===== config.mk =====
export PLATFORM = sky130hd
export DESIGN_NAME = nextpc_unit
export DESIGN_NICKNAME = d
export VERILOG_FILES = /design/src/rtl/nextpc_pkg.sv /design/src/rtl/npc_incr.sv /design/src/rtl/npc_branch.sv /design/src/rtl/npc_region.sv /design/src/rtl/nextpc_unit.sv
export SDC_FILE = /design/constraint.sdc
export NUM_CORES = 1
export LEC_CHECK = 0
export ABC_CLOCK_PERIOD_IN_PS = 10000
export CAP_MARGIN = 25
export CORE_MARGIN = 1.5
export CORE_UTILIZATION = 50
export DETAILED_ROUTE_END_ITERATION = 8
export DONT_BUFFER_PORTS = 1
export PLACE_DENSITY = 0.72
export SLEW_MARGIN = 10
export SYNTH_ARGS = -nofsm -noshare
export SYNTH_HDL_FRONTEND = slang
export SYNTH_SLANG_ARGS = --single-unit

===== constraint.sdc =====
create_clock -name vclk -period 10
set_clock_uncertainty 0.05 [all_clocks]
set_input_delay 1 -clock vclk [all_inputs]
set_output_delay 1 -clock vclk [all_outputs]
set_load 0.02 [all_outputs]

===== src/rtl/nextpc_pkg.sv =====
package nextpc_pkg;
  typedef enum logic [2:0] {
    NPC_SEQ  = 3'd0,
    NPC_BEQ  = 3'd1,
    NPC_BNE  = 3'd2,
    NPC_JMP  = 3'd3,
    NPC_JREG = 3'd4,
    NPC_JAL  = 3'd5,
    NPC_BAL  = 3'd6,
    NPC_RSVD = 3'd7
  } npc_sel_e;
endpackage


===== src/rtl/npc_incr.sv =====
module npc_incr #(
  parameter int XLEN = 32,
  parameter int STEP = 4
) (
  input  logic [XLEN-1:0] pc,
  output logic [XLEN-1:0] pc_next_seq
);
  function automatic logic [XLEN-1:0] f_step(input logic [XLEN-1:0] a);
    return a + XLEN'(STEP);
  endfunction

  assign pc_next_seq = f_step(pc);
endmodule


===== src/rtl/npc_branch.sv =====
module npc_branch #(
  parameter int XLEN  = 32,
  parameter int OFS_W = 16
) (
  input  logic [XLEN-1:0]  base,
  input  logic [XLEN-1:0]  opa,
  input  logic [XLEN-1:0]  opb,
  input  logic [OFS_W-1:0] ofs,
  input  logic             want_eq,
  input  logic             want_ne,
  input  logic             always_go,
  output logic             taken,
  output logic [XLEN-1:0]  target
);
  localparam int EXT_W = XLEN - OFS_W - 2;

  function automatic logic [XLEN-1:0] f_scale(input logic [OFS_W-1:0] o);
    return {{EXT_W{o[OFS_W-1]}}, o, 2'b00};
  endfunction

  function automatic logic [XLEN-1:0] f_rel(input logic [XLEN-1:0] b,
                                            input logic [OFS_W-1:0] o);
    return b + f_scale(o);
  endfunction

  logic same;
  assign same   = (opa == opb);
  assign taken  = always_go | (want_eq & same) | (want_ne & ~same);
  assign target = f_rel(base, ofs);
endmodule


===== src/rtl/npc_region.sv =====
module npc_region #(
  parameter int XLEN  = 32,
  parameter int TGT_W = 26
) (
  input  logic [XLEN-1:0]  base,
  input  logic [TGT_W-1:0] tgt,
  output logic [XLEN-1:0]  target
);
  localparam int REG_W = XLEN - TGT_W - 2;

  function automatic logic [XLEN-1:0] f_glue(input logic [XLEN-1:0] b,
                                             input logic [TGT_W-1:0] t);
    return {b[XLEN-1 -: REG_W], t, 2'b00};
  endfunction

  assign target = f_glue(base, tgt);
endmodule


===== src/rtl/nextpc_unit.sv =====
module nextpc_unit #(
  parameter int XLEN  = 32,
  parameter int OFS_W = 16,
  parameter int TGT_W = 26
) (
  input  logic [XLEN-1:0]  pc_i,
  input  logic [XLEN-1:0]  rs_val_i,
  input  logic [XLEN-1:0]  rt_val_i,
  input  logic [OFS_W-1:0] br_ofs_i,
  input  logic [TGT_W-1:0] jmp_tgt_i,
  input  logic [2:0]       sel_i,
  output logic [XLEN-1:0]  next_pc_o,
  output logic             link_we_o,
  output logic [XLEN-1:0]  link_val_o
);
  import nextpc_pkg::*;

  npc_sel_e        op;
  logic [XLEN-1:0] pc_plus4;
  logic [XLEN-1:0] br_target;
  logic [XLEN-1:0] jmp_target;
  logic            br_taken;
  logic            is_beq, is_bne, is_bal, is_jmp_form, is_link;

  assign op          = npc_sel_e'(sel_i);
  assign is_beq      = (op == NPC_BEQ);
  assign is_bne      = (op == NPC_BNE);
  assign is_bal      = (op == NPC_BAL);
  assign is_jmp_form = (op == NPC_JMP) || (op == NPC_JAL);
  assign is_link     = (op == NPC_JAL) || (op == NPC_BAL);

  npc_incr #(.XLEN(XLEN), .STEP(4)) u_incr (
    .pc          (pc_i),
    .pc_next_seq (pc_plus4)
  );

  npc_branch #(.XLEN(XLEN), .OFS_W(OFS_W)) u_branch (
    .base      (pc_plus4),
    .opa       (rs_val_i),
    .opb       (rt_val_i),
    .ofs       (br_ofs_i),
    .want_eq   (is_beq),
    .want_ne   (is_bne),
    .always_go (is_bal),
    .taken     (br_taken),
    .target    (br_target)
  );

  npc_region #(.XLEN(XLEN), .TGT_W(TGT_W)) u_region (
    .base   (pc_plus4),
    .tgt    (jmp_tgt_i),
    .target (jmp_target)
  );

  always_comb begin
    if (op == NPC_JREG)      next_pc_o = rs_val_i;
    else if (is_jmp_form)    next_pc_o = jmp_target;
    else if (br_taken)       next_pc_o = br_target;
    else                     next_pc_o = pc_plus4;
  end

  assign link_we_o  = is_link;
  assign link_val_o = pc_plus4;
endmodule


==> flow_metrics.env, run 1 <==
export IMPL_grt_util_all_layers_pct=32.58
export IMPL_coreArea_sq_mm=0.006794
export IMPL_boundaryPins=206
export IMPL_path_max_fanout=7
export IMPL_antenna_cells=0
export IMPL_hold_path_depth=0
export IMPL_multi_input_area_sq_mm=0.003405
export IMPL_relSlewSlack_pct=39.56
export IMPL_setup_viol=0
export IMPL_overflow=0
export IMPL_drt_iter0_markers=293
export IMPL_initial_core_util_pct=51.82
export IMPL_cts_hold_buf=0
export IMPL_syn_area_sq_mm=0.003521
export IMPL_die_h_microns=86.92
export IMPL_drv_cap=0
export IMPL_rows=30
export IMPL_cts_resized=0
export IMPL_route_detailed_drc=0
export IMPL_drt_wl_total_microns=13420
export IMPL_crit_type="input port to output pin"
export IMPL_hold_viol=0
export IMPL_clockBufferCount=0
export IMPL_gp_congestion=0.9668
export IMPL_min_period_ns=6.188
export IMPL_layout_nets=673
export IMPL_antenna_found_initial=0
export IMPL_dieArea_sq_mm=0.007554
export IMPL_io_buffers=0
export IMPL_cts_setup_buffers=0
export IMPL_avgSynthCellArea_sq_um=6.917
export IMPL_end_kind="output pin"
export IMPL_dp_hpwl_microns=11160
export IMPL_nFillCells=677
export IMPL_setup_tns_final_ns=0
export IMPL_run_status="finished clean"
export IMPL_via_per_inst=6.832
export IMPL_max_vdd_ir_drop_uv=26.57
export IMPL_antenna_left=0
export IMPL_grt_max_degree=51
export IMPL_die_width_microns=86.92
export IMPL_grt_pass1_wl_microns=19310
export IMPL_drt_pass1_iter_count=5
export IMPL_hold_path_class="input port to output pin"
export IMPL_grt_pass1_vias=3681
export IMPL_regArea_sq_um=0
export IMPL_synth_distinct_cells=61
export IMPL_wire_per_inst_microns=22.79
export IMPL_cp_arrival_ns=5.14
export IMPL_synth_cells=509
export IMPL_rsz0062_at_grt="false"
export IMPL_yosysWarnings=0
export IMPL_num_vias=4024
export IMPL_required_ns=8.95
export IMPL_fin_crit_sh_pct=61.88
export IMPL_cp_start_kind="input port"
export IMPL_clock_fmax_mhz=161.6
export IMPL_p_leak_nw=1.413
export IMPL_worst_slew_pin_slew_ns=0.9002
export IMPL_syn_nets=687
export IMPL_finalMaxSlewViolations=0
export IMPL_layout_drive_gt1_share_pct=4.462
export IMPL_p_per_area_mw_per_mm2=67.47
export IMPL_design_seq_count=0
export IMPL_areaGrowthSynthToFinish_pct=2.168
export IMPL_seq_area_frac_synth_pct=0
export IMPL_power_total_w=0.0002427
==> final cells by class <==
class	count	area share [%]
multi-input cells	481	94.64
well taps	96	3.339
repair buffers	4	1.183
inverters	8	0.8348
==> cell usage in the layout, fill, tap and decap left out, drive strengths merged, types with 4 or more instances in the layout <==
cell type	netlist	layout
mux2i	11	11
a211oi	5	5
buf	5	4
nand2b	6	6
and4	4	4
and3	6	6
nor3	13	13
nor4	4	4
nor2	44	44
xor2	19	19
a22oi	16	16
nand3	26	26
ha	36	36
inv	8	8
a21o	17	17
o21bai	5	5
nand2	50	50
o21ai	31	31
nand4	20	20
and2	5	5
o21a	5	5
a2111oi	4	4
a21oi	44	44
o22ai	8	8
xnor2	64	64
==> cells in the mapped netlist, types with 3 or more instances <==
cell        n  area [sq um]
a211oi_1    4         30.03
o22ai_1     8         50.05
nor2_1     44         165.2
a21oi_1    44         220.2
o21ai_0    26         130.1
nand4_1    18         112.6
and3_1      6         37.54
buf_2       3         15.01
nand3_1    25         125.1
xor2_1     19         166.4
a22oi_1    16         120.1
nand2_1    50         187.7
clkbuf_1   15         56.30
a41oi_1     3         26.28
nand2b_1    6         37.54
and2_1      4         25.02
inv_1       7         26.28
o21ai_1     3         15.01
ha_1       36         450.4
xnor2_1    64         560.5
o21bai_1    5         37.54
mux2i_1    11         110.1
a31oi_1     3         18.77
and4_1      4         35.03
o31a_1      3         26.28
nor3_1     12         60.06
a21o_1     17         127.6
a21boi_0    3         22.52
o2111ai_1   3         26.28
o21a_1      5         37.54
==> cells by family (layout without fill, tap and decap cells) <==
family          after synthesis  count (layout)  synth area share [%]
compound gates              166             166                 32.69
xor+xnor                     83              83                 20.65
mux                          12              12                 3.447
simple gates                183             183                 26.55
buf+inv                      28              12                 3.305
fa+ha+maj                    37              37                 13.36
==> per-layer routing <==
metal	vias to the layer above	track usage, %	wire length, microns
met4	0	6.891	381
met2	253	56.73	6305
met3	26	4.171	1339
met1	1860	42.75	5394
li1	1885	-	-
met5	-	0	0
==> critical path, cell delays in order <==
cell	delay (ns)
ha_1	0.21
nand2_1	0.16
nor4_4	0.41
and3_1	0.29
nand2_1	0.08
xnor2_1	0.61
ha_1	0.44
a21oi_1	0.26
nand2b_1	0.13
a2111oi_0	0.41
nor3_1	0.12
a21oi_1	0.33
a211o_1	0.18
o2111ai_1	0.10
nor2_1	0.39
==> power by group <==
| part | total [W] | switching (W) | leakage (nW) | internal [W] |
|---|---|---|---|---|
| clock network | 0 | 0 | 0 | 0 |
| logic | 0.000243 | 0.000157 | 1.41 | 0.0000859 |
| registers | 0 | 0 | 0 | 0 |
==> path summary, 6_finish.rpt <==
check | end | startpoint | slack, ns
hold / removal | link_val_o[0] | pc_i[0] | 1.95
setup / recovery | next_pc_o[31] | pc_i[2] | 3.81
==> per-stage QoR <==
| stage | instances | hold slack (ns) | worst slack, ns | utilization (%) | area (sq um) |
|---|---|---|---|---|---|
| detailed placement | 588 | 1.950 | 3.949 | 52.65 | 3577 |
| floorplan | 509 | 2.044 | 4.580 | - | 3521 |
| finish | 589 | 1.950 | 3.812 | 52.95 | 3597 |
| global route | 589 | 1.950 | 3.591 | 52.95 | 3597 |
| global placement | 588 | 1.950 | 4.062 | 52.65 | 3577 |
| CTS | 588 | 1.950 | 3.916 | 52.65 | 3577 |
Power figures use the tool's default switching activity.
==> run 2: changes to the inputs <==
- ABC_CLOCK_PERIOD_IN_PS: 10000 -> 5240
- PLACE_DENSITY: 0.72 -> 0.75
- clock period: 10 -> 5.24 ns (I/O delays scaled with it)
==> flow_metrics.env, run 2 (same netlist as run 1, synthesis figures left out) <==
export IMPL_run_status="finished clean"
export IMPL_antenna_cells=0
export IMPL_layout_nets=703
export IMPL_final_common_cell="xnor2_1"
export IMPL_finalNonFillerCells=619
export IMPL_coreArea_sq_mm=0.006794
export IMPL_drv_cap=0
export IMPL_crit_type="input port to output pin"
export IMPL_wl_met1_microns=5869
export IMPL_relSlewSlack_pct=40.84
export IMPL_rows=30
export IMPL_io_buffers=0
export IMPL_setup_tns_final_ns=0
export IMPL_drt_pass1_iter_count=5
export IMPL_highest_layer="met4"
export IMPL_antenna_left=0
export IMPL_p_per_area_mw_per_mm2=127.5
export IMPL_die_width_microns=86.92
export IMPL_layout_drive_gt1_share_pct=9.943
export IMPL_utilization_pct=56.26
export IMPL_cts_hold_buf=0
export IMPL_hold_path_depth=0
export IMPL_p_leak_nw=1.558
export IMPL_via_per_inst=6.769
export IMPL_rsz0062_at_grt="false"
export IMPL_required_ns=4.67
export IMPL_cp_arrival_ns=4.09
export IMPL_clock_fmax_mhz=214.5
export IMPL_cts_setup_buffers=0
export IMPL_clockBufferCount=0
export IMPL_gp_congestion=0.9722
export IMPL_drt_iter0_markers=358
export IMPL_grt_max_degree=51
export IMPL_end_kind="output pin"
export IMPL_dieArea_sq_mm=0.007554
export IMPL_layout_common_cells="xnor2_1 (64), nand2_1 (50), nor2_1 (44), a21oi_1 (44), ha_1 (36)"
export IMPL_die_h_microns=86.92
export IMPL_place_inst=618
export IMPL_worst_slew_pin_slew_ns=0.8842
export IMPL_setup_viol=0
export IMPL_antenna_found_initial=0
export IMPL_overflow=0
export IMPL_path_max_fanout=7
export IMPL_dr_wl_met2_microns=6227
export IMPL_finalMaxSlewViolations=0
export IMPL_num_vias=4190
export IMPL_drt_wl_total_microns=13800
export IMPL_min_period_ns=4.662
export IMPL_areaGrowthSynthToFinish_pct=8.564
export IMPL_cts_resized=0
export IMPL_hold_slack_ns=0.9980
export IMPL_wire_per_inst_microns=22.30
export IMPL_grt_pass1_wl_microns=19660
export IMPL_dp_hpwl_microns=11540
export IMPL_max_vdd_ir_drop_uv=53.94
export IMPL_holdPathEnd="link_val_o[0]"
export IMPL_fin_crit_sh_pct=88.98
export IMPL_boundaryPins=206
export IMPL_regArea_sq_um=0
export IMPL_hold_viol=0
export IMPL_route_detailed_drc=0
export IMPL_hold_path_class="input port to output pin"
export IMPL_design_seq_count=0
export IMPL_grt_util_all_layers_pct=33.41
export IMPL_cp_start_kind="input port"
export IMPL_initial_core_util_pct=51.82
export IMPL_routed_wl_met3_microns=1311
export IMPL_grt_pass1_vias=3627
export IMPL_hp_start="pc_i[0]"
[run 2: cell types whose count changed in the layout (fill, tap and decap cells not counted), sizes merged]
cell,change
buf,+30
[run 2: worst max-delay path, cell delays in order]
cell	delay, ns
ha_1	0.21
nand2_1	0.17
nor4_4	0.44
and3_1	0.30
nand2_1	0.09
xnor2_1	0.19
ha_1	0.35
a21oi_1	0.26
nand2b_1	0.12
a2111oi_0	0.38
nor3_1	0.12
a21oi_1	0.32
nand3_1	0.12
a211oi_1	0.24
nor2_1	0.08
buf_4	0.16
[run 2: how the worst max path moves through the flow]
stage,start,cells past startpoint,to
2_1_floorplan,pc_i[2],15,next_pc_o[31]
3_3_place_gp,pc_i[2],16,next_pc_o[31]
3_5_place_dp,pc_i[2],16,next_pc_o[31]
4_1_cts,pc_i[2],16,next_pc_o[31]
5_1_grt,pc_i[2],16,next_pc_o[31]
6_report,pc_i[2],16,next_pc_o[31]
[run 2: report_power, final]
| part | leakage (nW) | switching [W] | internal (W) |
|---|---|---|---|
| Sequential | 0 | 0 | 0 |
| Combinational | 1.56 | 0.000302 | 0.000185 |
| Clock | 0 | 0 | 0 |
| Total | 1.56 | 0.000302 | 0.000185 |
[run 2: through the flow]
stage          worst slack, ns  total power, W  instance area (sq um)
5_1_grt                 0.2403       0.0005255                   3822
3_3_place_gp            0.7253       0.0004708                   3802
4_1_cts                 0.5833       0.0004773                   3802
3_5_place_dp            0.5812       0.0004753                   3802
2_1_floorplan           0.7715       0.0003760                   3521
6_report                0.5775       0.0004874                   3822
[run 2: layout make-up]
class	count	area, sq um
multi-input combinational	481	3405
fill	691	2972
timing repair buffer	34	267.8
tap	96	120.1
inverter	8	30.03
[run 2: metal layers]
layer | vias to the layer above | GRT usage [%]
li1 | 1939 | -
met1 | 1975 | 47.41
met2 | 246 | 52.78
met3 | 30 | 4.550
met4 | 0 | 8.651
met5 | - | 0
==> run 3: changes to the inputs <==
- ABC_AREA: not set -> 1
==> flow_metrics.env, run 3 <==
export IMPL_holdPathEnd="link_val_o[1]"
export IMPL_wire_per_inst_microns=14.87
export IMPL_cp_cell_sequence="ha_1 > nand3_2 > nor2_4 > nand4_1 > nor2_2 > xnor2_1 > inv_1 > ha_1 > nand2_1 > nor2_1 > inv_1 > nor3_1 > nand2_1 > nand3b_1 > nand2_1 > nand2_1 > nand2_1 > a21oi_1"
export IMPL_hold_path_class="input port to output pin"
export IMPL_synth_simple_gate_area_share_pct=57.64
export IMPL_hold_path_depth=0
export IMPL_hp_start="pc_i[1]"
export IMPL_cts_resized=0
export IMPL_setup_viol=0
export IMPL_syn_nets=1194
export IMPL_rows=35
export IMPL_end_kind="output pin"
export IMPL_areaGrowthSynthToFinish_pct=1.761
export IMPL_cp_start_kind="input port"
export IMPL_route_detailed_drc=0
export IMPL_syn_area_sq_mm=0.004832
export IMPL_synthTopCellsByCount="nand2_1 (371), inv_1 (177), nor2_1 (127), nand3_1 (97), a21oi_1 (57)"
export IMPL_cts_setup_buffers=0
export IMPL_synth_top_family_by_area="simple AND/OR/NAND/NOR gates"
export IMPL_fin_crit_sh_pct=83.62
export IMPL_hold_viol=0
export IMPL_fin_ws_ns=0.8582
export IMPL_layout_drive_gt1_share_pct=2.897
export IMPL_design_seq_count=0
export IMPL_synth_area_mux_share_pct=0
export IMPL_synth_cells=1016
export IMPL_worst_slew_pin_slew_ns=0.9216
export IMPL_clockBufferCount=0
export IMPL_dp_hpwl_microns=14600
export IMPL_via_per_inst=5.351
export IMPL_grt_use_met1_pct=41.65
export IMPL_synth_top_area_share_pct=28.82
export IMPL_run_status="finished clean"
export IMPL_layout_common_cells="nand2_1 (371), inv_1 (177), nor2_1 (126)"
export IMPL_drt_iter0_markers=445
export IMPL_final_common_cell="nand2_1"
export IMPL_dieArea_sq_mm=0.01026
export IMPL_boundaryPins=206
export IMPL_regArea_sq_um=0
export IMPL_cts_hold_buf=0
export IMPL_synth_distinct_cells=34
export IMPL_setup_tns_final_ns=0
export IMPL_synth_xor_area_share_pct=7.069
export IMPL_p_leak_nw=2.913
export IMPL_antenna_found_initial=0
export IMPL_synth_compound_area_share_pct=8.985
export IMPL_drt_wl_total_microns=16800
export IMPL_synth_area_top_cells="nand2_1 (29%), inv_1 (14%), nand3_1 (10%)"
export IMPL_overflow=0
export IMPL_use_met3_pct=5.383
export IMPL_utilization_pct=52.96
export IMPL_synth_most_common_cell="nand2_1"
export IMPL_crit_type="input port to output pin"
export IMPL_seq_area_frac_synth_pct=0
export IMPL_rsz0062_at_grt="false"
export IMPL_die_h_microns=101.3
export IMPL_initial_core_util_pct=52.05
export IMPL_crit_slowest_cell="ha_1"
export IMPL_die_width_microns=101.3
export IMPL_layout_nets=1181
export IMPL_cp_common_cell="nand2_1"
export IMPL_path_max_fanout=6
export IMPL_fin_area_sq_mm=0.004917
export IMPL_synth_largest_area_cell="nand2_1"
export IMPL_avgSynthCellArea_sq_um=4.756
export IMPL_gp_congestion=0.9522
export IMPL_grt_pass1_wl_microns=25890
export IMPL_relSlewSlack_pct=38.41
export IMPL_io_buffers=0
export IMPL_grt_max_degree=46
export IMPL_place_area_sq_mm=0.004917
export IMPL_required_ns=4.67
export IMPL_min_period_ns=4.382
export IMPL_drv_cap=0
export IMPL_antenna_left=0
export IMPL_grt_pass1_vias=5299
export IMPL_yosysWarnings=0
export IMPL_post_place_ws_ns=0.9293
export IMPL_antenna_cells=0
export IMPL_power_total_w=0.0005112
export IMPL_finalMaxSlewViolations=0
export IMPL_cp_arrival_ns=3.81
export IMPL_grt_busiest_layer="met2"
export IMPL_max_vdd_ir_drop_uv=67.20
export IMPL_num_vias=6047
export IMPL_coreArea_sq_mm=0.009284
export IMPL_synth_fa_ha_area_share_pct=9.736
export IMPL_clock_fmax_mhz=228.2
export IMPL_drt_pass1_iter_count=6
export IMPL_grt_util_all_layers_pct=31.54
export IMPL_p_per_area_mw_per_mm2=104.0
export IMPL_grtUsageMet2_pct=51.52
export IMPL_crit_path_max_incr_delay_ns=0.42
==> run 3: cell count changes after synthesis, sizes merged, moves of 13 or more <==
cell,previous run,this run
a21o,17,1
nand3,26,100
nand2,50,375
a22oi,16,0
o21ai,31,18
inv,8,180
xnor2,64,18
nor2,44,135
a21oi,44,57
==> run 3: per-layer routing <==
metal / share of wire [%] / wire [microns] / up-vias
li1: - / - / 3120
met1: 41 / 6811 / 2549
met2: 44 / 7312 / 328
met5: 0 / 0 / -
met4: 4.2 / 705 / 0
met3: 12 / 1971 / 50
==> run 3: metrics by stage <==
stage	hold slack (ns)	cells
after CTS	0.9984	1130
after global routing	0.9981	1130
after detailed placement	0.9984	1130
after global placement	0.9984	1130
final	0.9983	1130
after floorplan	1.098	1016
==> run 3: how the worst max path moves through the flow <==
stage            start  depth (start not counted)  slack [ns]             to
2_1_floorplan  pc_i[2]                         18        1.52  next_pc_o[29]
3_3_place_gp   pc_i[2]                         19        0.99  next_pc_o[26]
3_5_place_dp   pc_i[2]                         19        0.93  next_pc_o[26]
4_1_cts        pc_i[2]                         19        0.93  next_pc_o[26]
5_1_grt        pc_i[2]                         19        0.54  next_pc_o[26]
6_report       pc_i[2]                         18        0.86  next_pc_o[22]
==> run 3: cell families (layout without fill, tap and decap cells) <==
kind of cell | count (synthesis) | after routing
xor+xnor | 39 | 39
simple gates | 657 | 657
buf+inv | 200 | 185
compound gates | 83 | 83
fa+ha+maj | 37 | 37
==> run 3: report_power, final <==
part           internal, W  switching (W)  leakage, nW
Clock                    0              0            0
Combinational     0.000157       0.000354         2.91
Sequential               0              0            0
==> run 3: worst max-delay path: cells and delay by family <==
family / cells / cell delay, ns
adder cells (fa/ha/maj): 2 / 0.59
XOR/XNOR: 1 / 0.13
AO/OA/AOI/OAI: 1 / 0.38
buffers and inverters: 2 / 0.27
AND/OR/NAND/NOR: 12 / 1.91
==> run 3: final cells by class <==
type	count	area, sq um
Fill cell	1091	4367
Multi-Input combinational cell	816	4043
Inverter	180	675.6
Tap cell	129	161.4
Timing Repair Buffer	5	37.54
